File: src/rtl/fdt_pkg.sv
package fdt_pkg;

  // Width of a tick count: the longest delay is 256 ms x 24 ticks = 6144.
  localparam int TICKS_W = 13;

  typedef enum logic [2:0] {
    RATE_500K = 3'd0,
    RATE_300K = 3'd1,
    RATE_250K = 3'd2,
    RATE_1M   = 3'd3,
    RATE_2M   = 3'd4
  } rate_e;

  // Ticks of 1/12 ms in one millisecond of the 500 kbit/s time base.
  function automatic logic [4:0] ticks_per_ms(input logic [2:0] rate);
    case (rate)
      RATE_300K: ticks_per_ms = 5'd20;
      RATE_250K: ticks_per_ms = 5'd24;
      RATE_1M:   ticks_per_ms = 5'd6;
      RATE_2M:   ticks_per_ms = 5'd3;
      default:   ticks_per_ms = 5'd12;
    endcase
  endfunction

endpackage

File: src/rtl/fdt_interval.sv
module fdt_interval
  import fdt_pkg::*;
#(
  parameter int TW = TICKS_W
) (
  input  logic [2:0]    rate_sel,
  input  logic [3:0]    srt_code,
  input  logic [3:0]    hut_code,
  input  logic [6:0]    hlt_code,
  output logic [TW-1:0] step_ticks,
  output logic [TW-1:0] load_ticks,
  output logic [TW-1:0] unload_ticks
);

  logic [4:0] tpm;
  logic [4:0] step_ms;     // 1 .. 16
  logic [8:0] unload_ms;   // 16 .. 256
  logic [8:0] load_ms;     // 2 .. 256

  always_comb begin
    tpm       = ticks_per_ms(rate_sel);
    step_ms   = 5'd16 - {1'b0, srt_code};
    unload_ms = (hut_code == 4'd0) ? 9'd256 : {1'b0, hut_code, 4'b0000};
    load_ms   = (hlt_code == 7'd0) ? 9'd256 : {1'b0, hlt_code, 1'b0};
  end

  assign step_ticks   = TW'(step_ms)   * TW'(tpm);
  assign unload_ticks = TW'(unload_ms) * TW'(tpm);
  assign load_ticks   = TW'(load_ms)   * TW'(tpm);

endmodule

File: src/rtl/fdt_countdown.sv
module fdt_countdown #(
  parameter int CW  = 13,
  parameter int DIV = 1
) (
  input  logic          clk,
  input  logic          rst,
  input  logic          start,
  input  logic          cancel,
  input  logic          reload_en,
  input  logic [CW-1:0] ticks,
  output logic          busy,
  output logic          done
);

  localparam int SW = (DIV > 1) ? $clog2(DIV) : 1;
  localparam logic [SW-1:0] SUB_TOP = SW'(DIV - 1);

  logic [SW-1:0] sub;
  logic [CW-1:0] cnt;
  logic          tick;

  assign tick = busy && (sub == '0);

  always_ff @(posedge clk) begin
    if (rst) begin
      busy <= 1'b0;
      done <= 1'b0;
      sub  <= '0;
      cnt  <= '0;
    end else begin
      done <= 1'b0;
      if (cancel) begin
        busy <= 1'b0;
      end else if (start) begin
        busy <= 1'b1;
        sub  <= SUB_TOP;
        cnt  <= ticks;
      end else if (busy) begin
        if (tick) begin
          sub <= SUB_TOP;
          if (cnt == CW'(1)) begin
            done <= 1'b1;
            if (reload_en) cnt <= ticks;
            else           busy <= 1'b0;
          end else begin
            cnt <= cnt - CW'(1);
          end
        end else begin
          sub <= sub - SW'(1);
        end
      end
    end
  end

endmodule

File: src/rtl/fdt_head_ctl.sv
module fdt_head_ctl (
  input  logic clk,
  input  logic rst,
  input  logic load_req,
  input  logic head_release,
  input  logic load_busy,
  input  logic unload_busy,
  input  logic unload_expired,
  output logic load_start,
  output logic unload_start,
  output logic unload_cancel,
  output logic quick_done,
  output logic head_loaded
);

  logic reuse;

  assign load_start    = load_req & ~head_loaded;
  assign reuse         = load_req & head_loaded & ~load_busy;
  assign unload_cancel = reuse & unload_busy;
  assign unload_start  = head_release & head_loaded & ~load_busy & ~unload_busy
                       & ~unload_expired & ~load_req;

  always_ff @(posedge clk) begin
    if (rst) begin
      head_loaded <= 1'b0;
      quick_done  <= 1'b0;
    end else begin
      quick_done <= reuse;
      if (load_start)
        head_loaded <= 1'b1;
      else if (unload_expired && !load_req)
        head_loaded <= 1'b0;
    end
  end

endmodule

File: src/rtl/fdt_poll.sv
module fdt_poll (
  input  logic clk,
  input  logic rst,
  input  logic poll_en,
  input  logic head_loaded,
  input  logic irq_ack,
  output logic poll_ok,
  output logic poll_irq
);

  logic pending;

  always_ff @(posedge clk) begin
    if (rst)          pending <= 1'b1;
    else if (irq_ack) pending <= 1'b0;
  end

  assign poll_ok  = poll_en & ~head_loaded;
  assign poll_irq = poll_en & pending;

endmodule

File: src/rtl/fdt_mech_timer.sv
module fdt_mech_timer
  import fdt_pkg::*;
#(
  parameter int TICK_CLKS = 4000
) (
  input  logic       clk,
  input  logic       rst,
  input  logic [2:0] rate_sel,
  input  logic [3:0] srt_code,
  input  logic [3:0] hut_code,
  input  logic [6:0] hlt_code,
  input  logic       poll_en,
  input  logic       seek_active,
  input  logic       load_req,
  input  logic       head_release,
  input  logic       irq_ack,
  output logic       step_pulse,
  output logic       step_busy,
  output logic       load_done,
  output logic       load_busy,
  output logic       unload_done,
  output logic       unload_busy,
  output logic       head_loaded,
  output logic       poll_ok,
  output logic       poll_irq
);

  localparam int TW       = TICKS_W;
  localparam int N_TIMERS = 3;
  localparam int I_STEP   = 0;
  localparam int I_LOAD   = 1;
  localparam int I_UNLOAD = 2;

  logic [TW-1:0]       t_ticks [N_TIMERS];
  logic [N_TIMERS-1:0] t_start, t_cancel, t_reload, t_busy, t_done;

  logic ld_start, ul_start, ul_cancel, quick_done;

  fdt_interval #(.TW(TW)) u_interval (
    .rate_sel     (rate_sel),
    .srt_code     (srt_code),
    .hut_code     (hut_code),
    .hlt_code     (hlt_code),
    .step_ticks   (t_ticks[I_STEP]),
    .load_ticks   (t_ticks[I_LOAD]),
    .unload_ticks (t_ticks[I_UNLOAD])
  );

  fdt_head_ctl u_head (
    .clk            (clk),
    .rst            (rst),
    .load_req       (load_req),
    .head_release   (head_release),
    .load_busy      (t_busy[I_LOAD]),
    .unload_busy    (t_busy[I_UNLOAD]),
    .unload_expired (t_done[I_UNLOAD]),
    .load_start     (ld_start),
    .unload_start   (ul_start),
    .unload_cancel  (ul_cancel),
    .quick_done     (quick_done),
    .head_loaded    (head_loaded)
  );

  always_comb begin
    t_start[I_STEP]    = seek_active & ~t_busy[I_STEP];
    t_cancel[I_STEP]   = ~seek_active;
    t_reload[I_STEP]   = seek_active;
    t_start[I_LOAD]    = ld_start;
    t_cancel[I_LOAD]   = 1'b0;
    t_reload[I_LOAD]   = 1'b0;
    t_start[I_UNLOAD]  = ul_start;
    t_cancel[I_UNLOAD] = ul_cancel;
    t_reload[I_UNLOAD] = 1'b0;
  end

  for (genvar gi = 0; gi < N_TIMERS; gi++) begin : g_timer
    fdt_countdown #(.CW(TW), .DIV(TICK_CLKS)) u_cd (
      .clk       (clk),
      .rst       (rst),
      .start     (t_start[gi]),
      .cancel    (t_cancel[gi]),
      .reload_en (t_reload[gi]),
      .ticks     (t_ticks[gi]),
      .busy      (t_busy[gi]),
      .done      (t_done[gi])
    );
  end

  fdt_poll u_poll (
    .clk         (clk),
    .rst         (rst),
    .poll_en     (poll_en),
    .head_loaded (head_loaded),
    .irq_ack     (irq_ack),
    .poll_ok     (poll_ok),
    .poll_irq    (poll_irq)
  );

  assign step_pulse  = t_done[I_STEP];
  assign step_busy   = t_busy[I_STEP];
  assign load_done   = t_done[I_LOAD] | quick_done;
  assign load_busy   = t_busy[I_LOAD];
  assign unload_done = t_done[I_UNLOAD];
  assign unload_busy = t_busy[I_UNLOAD];

endmodule

File: config.mk
export PLATFORM = sky130hd
export DESIGN_NAME = fdt_mech_timer
export DESIGN_NICKNAME = d
export VERILOG_FILES = /design/src/rtl/fdt_pkg.sv /design/src/rtl/fdt_interval.sv /design/src/rtl/fdt_countdown.sv /design/src/rtl/fdt_head_ctl.sv /design/src/rtl/fdt_poll.sv /design/src/rtl/fdt_mech_timer.sv
export SDC_FILE = /design/constraint.sdc
export NUM_CORES = 1
export LEC_CHECK = 0
export BUFFER_PORTS_ARGS = -buffer_cell sky130_fd_sc_hd__clkbuf_2
export CAP_MARGIN = 10
export CELL_PAD_IN_SITES_DETAIL_PLACEMENT = 0
export CELL_PAD_IN_SITES_GLOBAL_PLACEMENT = 1
export CORE_UTILIZATION = 43
export CTS_BUF_LIST = sky130_fd_sc_hd__clkbuf_16
export DETAILED_ROUTE_END_ITERATION = 12
export PLACE_DENSITY = 0.88
export SYNTH_ARGS = -nofsm -noshare
export SYNTH_HDL_FRONTEND = slang
export SYNTH_SLANG_ARGS = --single-unit
File: constraint.sdc
create_clock -name clk -period 4.7 [get_ports clk]
set_input_delay 0.94 -clock clk [delete_from_list [all_inputs] [get_ports clk]]
set_output_delay 0.94 -clock clk [all_outputs]
set_load 0.01 [all_outputs]
# After elaboration in Yosys (flattened, before gate mapping)

Cells that the tools add are included.

Add/sub/neg operators: 7
Multiply operators: 3
Equality and inequality tests: 9
Multiplexer cells: 39
Bitwise operators: 24
Reduce and logical (&&, ||, !) cells: 28

Operator list:

| cell                                                                     | number |
|---|---|
| 13-bit 2-to-1 mux                                                        | 12 |
| 12-bit 2-to-1 mux                                                        | 9 |
| 13-bit by 1-bit equality test with 1-bit output (second input constant)  | 3 |
| 13-bit by 1-bit subtractor with 13-bit output (second input constant)    | 3 |
| 12-bit zero test                                                         | 3 |
| 12-bit by 1-bit subtractor with 12-bit output (second input constant)    | 3 |
| 9-bit by 5-bit multiplier with 13-bit output                             | 2 |
| 5-bit case mux with 4 select lines                                       | 1 |
| 9-bit 2-to-1 mux                                                         | 2 |
| 1-bit 2-to-1 mux                                                         | 15 |
| 2-bit nonzero test                                                       | 7 |
| 1-bit bitwise AND                                                        | 12 |
| 1-bit inverter                                                           | 11 |
| 5-bit by 5-bit multiplier with 10-bit output                             | 1 |
| 5-bit OR reduction                                                       | 2 |
| 7-bit zero test                                                          | 1 |
| 3-bit by 2-bit equality test with 1-bit output (second input constant)   | 2 |
| 3-bit AND reduction                                                      | 2 |
| 2-bit OR reduction                                                       | 3 |
| 5-bit by 4-bit subtractor with 5-bit output (first input constant)       | 1 |
| 1-bit logical AND                                                        | 4 |
| 4-bit zero test                                                          | 1 |
| 2-bit by 1-bit inequality test with 1-bit output (second input constant) | 2 |
| 2-bit AND reduction                                                      | 2 |
| 6 further kinds                                                          | 6 |

Register bits: 84
Input port bits: 25
Output and inout bits: 9
Logic and storage cells: 126

# Longest topological paths before layout

Depth in word-level cells: 7
Gate-level depth with buffers: 17
Gate-level depth less buffers: 16

# Cells and area by module

A second synthesis with hierarchy kept.

Cells, all modules: 960
Area total of the unflattened synthesis: 7704.9 µm²

By module, submodules not included:

| module         | times used | cells each | area an instance (µm²) | seq. area each (µm²) |
|---|---|---|---|---|
| fdt_countdown  | 3          | 198        | 1581.5                 | 540.5 |
| fdt_interval   | 1          | 347        | 2793.9                 | 0.0 |
| fdt_head_ctl   | 1          | 10         | 102.6                  | 40.0 |
| fdt_poll       | 1          | 5          | 43.8                   | 20.0 |
| fdt_mech_timer | 1          | 4          | 20.0                   | 0.0 |

# Worst setup path after synthesis

OpenSTA, ideal clock, no wires.

Kind: input to register
Start: input port rate_sel[0]
End: register g_timer[2].u_cd.cnt[12]
Setup time: 101 ps
Arrival: 4676 ps
Data required time: 4599 ps
Slack: -77 ps
Stages: 15
Buffers on the path: 1
Path through: nor3b_1 > nor2_1 > clkbuf_1 > nand2_1 > fa_1 > fa_1 > fa_1 > inv_1 > ha_1 > a21o_1 > o21ba_2 > o21ai_0 > a21o_1 > mux2i_1 > o41ai_1

Word-level cells in the longest chain between the ends: 4
Elaborated cells between the ends (all ways): 7
Those cells by class: mul: 1; eq/ne: 4; mux: 2

Ends and longest elaborated chain:

| what                                              | line                | source |
|---|---|---|
| from (decl)                                       | fdt_mech_timer.sv:8 | `input logic [2:0] rate_sel,` |
| 3-bit equality test, or another cell as far along | fdt_pkg.sv:16       | `case (rate)` |
| 5-bit case mux with 4 select lines *              | fdt_pkg.sv:16       |  |
| 9-bit by 5-bit multiplier with 13-bit output *    | fdt_interval.sv:28  | `assign unload_ticks = TW'(unload_ms) * TW'(tpm);` |
| 13-bit 2-to-1 mux *                               | fdt_countdown.sv:34 | `end else if (start) begin` |
| to (signal assigned)                              | fdt_countdown.sv:37 | `cnt <= ticks;` |
| to (signal assigned)                              | fdt_countdown.sv:43 | `if (reload_en) cnt <= ticks;` |
| to (signal assigned)                              | fdt_countdown.sv:46 | `cnt <= cnt - CW'(1);` |
| to (decl)                                         | fdt_countdown.sv:19 | `logic [CW-1:0] cnt;` |

Every way passes the cells marked *; elsewhere a longest branch is shown, timed or not.
A chain may end at the register's enable or synchronous reset.

# Worst setup path in the final report

Start: input port rate_sel[1]
End: register g_timer[1].u_cd.cnt[10]

Word-level cells in the longest chain between the ends: 4
Elaborated cells between the ends (all ways): 7
Those cells by class: mul: 1; eq/ne: 4; mux: 2

Ends and longest elaborated chain:

| what                                              | line                | source |
|---|---|---|
| 3-bit equality test, or another cell as far along | fdt_pkg.sv:16       |  |
| 5-bit case mux with 4 select lines *              | fdt_pkg.sv:16       |  |
| 9-bit by 5-bit multiplier with 13-bit output *    | fdt_interval.sv:29  | `assign load_ticks = TW'(load_ms) * TW'(tpm);` |
| 13-bit 2-to-1 mux *                               | fdt_countdown.sv:34 |  |
| to (signal assigned)                              | fdt_countdown.sv:37 |  |
| to (signal assigned)                              | fdt_countdown.sv:43 |  |
| to (signal assigned)                              | fdt_countdown.sv:46 |  |
| to (decl)                                         | fdt_countdown.sv:19 |  |

Marks and branches as above.

==> qor.yml <==
outcome:
  status: "finished clean"
synthesis:
  syn_inst: 876
  ys_seq_elements: 84
  synthSimpleGateAreaFrac: 0.256
  syn_nets: 1000
  yosys-mux-area-fraction: 0.00303
  synth_cell_types: 63
  syn-mean-instance-area_um2: 8.01
  synth_xor_area_frac: 0.0774
  yosys_most_used_dff: "dfxtp_1"
  syn_area_mm2: 0.00702
  ys.warnings.count: 0
  async_flop_share: 0
  synth_fa_ha_area_frac: 0.213
  synth_top_family_by_area: "simple AND/OR/NAND/NOR gates"
  synth-compound-area-share: 0.152
  yosysSeqAreaShare: 0.240
  synth_edf_count: 0
floorplan:
  ios: 34
  die_w_um: 130
  initial_core_util: 0.442
  die_h_um: 130
  fp-row-count: 46
  die-area_mm2: 0.0168
  coreArea_mm2: 0.0159
hold_path:
  hold_path_end: "u_poll.pending"
  hold_depth: 1
  min-delay-start: "u_poll.pending"
  min_path_type: "flip-flop to flip-flop"
placed_design:
  post_dp_cell_area_mm2: 0.00761
  place.gp.congestion: 0.836
  portBuffers: 33
  dp.final_hpwl_mm: 11.4
clock_network:
  cts_resized: 0
  cts_root_buf: "clkbuf_16"
  numCtsBuffers: 9
  tritoncts: "done"
  numClockSinks: 84
  cts_setup_buffers: 0
  worstSkewPairLatency_ns: 0.34
  cts_buffer_depth: 2
  clkTransAtPathRegs_ns: 0.06
  htreeDepth: 3
  holdBufCountCts: 0
route:
  first_pass_iters: 5
  ant_nets: 0
  vias: 5970
  vias_per_cell: 5.21
  avgRoutedWirePerCell_um: 13.0
  drc: 0
  drt-total-wl_mm: 14.9
  drt_iter0_drc: 374
grt:
  antenna_found_initial: 0
  grt_max_degree: 38
  busiest_layer: "met2"
  grtUsageMet2: 0.284
  met1_usage: 0.271
  grt_use_total: 0.185
  grt_pass1_vias: 5464
  grt_overflow: 0
  grt_util_met3: 0.0201
  grt_pass1_wl_mm: 25.4
worst_setup_path:
  crit_arrival_ns: 4.59
  critPathMaxFanout: 5
  reg2reg_depth: 6
  reg2reg_slack_ns: 1.86
  path_class: "primary input to flip-flop"
  slowest_stage: "fa_1"
  crit_top_cell: "fa_1"
  crit_required_ns: 4.90
  cp_slowest_stage_delay_ns: 0.55
  crit_buf_inv: 4
  end_kind: "flip-flop"
  cp_top_family: "adder cells"
  path_cells: "clkbuf_2 -> xnor2_1 -> nor2_1 -> buf_4 -> and2_1 -> fa_1 -> fa_1 -> inv_1 -> fa_1 -> inv_1 -> ha_1 -> o21ai_0 -> o21bai_1 -> a2111oi_0 -> nor3_1 -> xnor2_1 -> o22ai_1"
  startpoint_type: "primary input"
  timing.rr.end: "g_timer[2].u_cd.cnt[3]"
  timing.rr.start: "g_timer[1].u_cd.busy"
timing:
  period_share: 0.934
  setup_viol: 0
  min_period_ns: 4.39
  max_freq_ghz: 0.228
  slew_headroom: 0.356
  rsz0062_at_grt: "false"
  worstMarginPinSlew_ns: 0.953
  drv_slew: 0
  finClkSkew_ns: 0.00642
  hold_viol: 0
  hold_slack_ns: 0.442
power_and_ir_drop:
  power_density_mw_per_mm2: 308
  cellLeakagePower_uw: 0.00343
  ir_worst_vdd_mv: 0.162
finish:
  drive_gt1_frac: 0.104
  num_antenna_cells: 0
  final_common_cell: "dfxtp_1"
  fin_util: 0.497
  postLayoutCellArea_mm2: 0.00789
  area_growth_pct: 12.4
  num-fill-cells: 1600
  mostFrequentLayoutCells: "dfxtp_1, nand2_1, inv_1"
  fin_nets: 1050
flow_run:
  cap_viol_max_count: 0
[metrics by stage]
step	power, uW	cells	setup WS [ns]	setup TNS (ns)
finish	2430	1145	0.309	0
global route	2610	1145	0.0377	0
CTS	2450	1145	0.289	0
detailed placement	1760	1131	-0.0544	-0.0780
global placement	1750	1131	0.0251	0
floorplan	1520	876	0.0299	0
[flip-flops by register name, indices dropped and copies added, names as in the netlist]
signal              cells
g_timer.u_cd.sub       36
g_timer.u_cd.busy       3
u_poll.pending          1
u_head.head_loaded      1
g_timer.u_cd.done       3
g_timer.u_cd.cnt       39
u_head.quick_done       1
[routing by layer]
layer  vias up  part of all wire
met4         0             0.014
met1      2720              0.53
li1       3137                 -
met2       100              0.43
met5         -                 0
met3        13             0.033
[final cells by class]
cell class | instances | area, um^2 | share of cell area
clock buffer | 9 | 225 | 0.0286
clock inverter | 5 | 55.1 | 0.00698
inverter | 77 | 289 | 0.0366
multi-input combinational | 684 | 4920 | 0.624
sequential | 84 | 1680 | 0.213
tap | 216 | 270 | 0.0343
timing repair buffer | 70 | 443 | 0.0562
[worst reg2reg max path: stages (launching register included)]
cell and delay (ns):
dfxtp_1 0.46, nor4bb_1 0.88, nand2_1 0.45, a211o_1 0.52, nor4_4 0.19, xnor2_1 0.16
nor3_2 0.05
[Yosys cell counts (all sizes together), types with 10 or more instances]
cell type | instances | share of area
xor2 | 23 | 0.029
xnor2 | 39 | 0.049
nand3 | 25 | 0.018
fa | 34 | 0.097
nor2b | 10 | 0.0089
o21ai | 47 | 0.034
clkbuf | 26 | 0.014
a21oi | 56 | 0.040
nand2 | 82 | 0.044
nor4 | 16 | 0.016
nor2 | 68 | 0.036
nor3 | 46 | 0.034
inv | 77 | 0.041
and2 | 48 | 0.043
ha | 65 | 0.12
or4 | 10 | 0.012
dfxtp | 84 | 0.24
a211oi | 15 | 0.016
[report_power, final]
group | switching, uW | internal (uW) | leakage, uW
Clock | 273 | 403 | 0.000133
Combinational | 493 | 408 | 0.00261
Sequential | 71.1 | 782 | 0.000689
[worst max path at each step]
stage / slack [ns] / to / depth (start not counted) / startpoint
after floorplan: 0.03 / g_timer[2].u_cd.cnt[12] / 15 / rate_sel[2]
after global placement: 0.03 / g_timer[1].u_cd.cnt[12] / 18 / rate_sel[1]
after detailed placement: -0.05 / g_timer[1].u_cd.cnt[10] / 17 / rate_sel[1]
after CTS: 0.29 / g_timer[1].u_cd.cnt[10] / 17 / rate_sel[1]
after global routing: 0.04 / g_timer[1].u_cd.cnt[10] / 17 / rate_sel[1]
final: 0.31 / g_timer[1].u_cd.cnt[10] / 17 / rate_sel[1]
[logic make-up (layout without fill, tap and decap cells)]
kind of cell / count (synthesis) / after routing
AO/OA/AOI/OAI: 174 / 174
XOR/XNOR: 62 / 62
adder cells (fa/ha/maj): 99 / 99
buffers and inverters: 108 / 161
flip-flops: 84 / 84
multiplexers: 2 / 2
AND/OR/NAND/NOR: 347 / 347
Power figures use the tool's default switching activity.
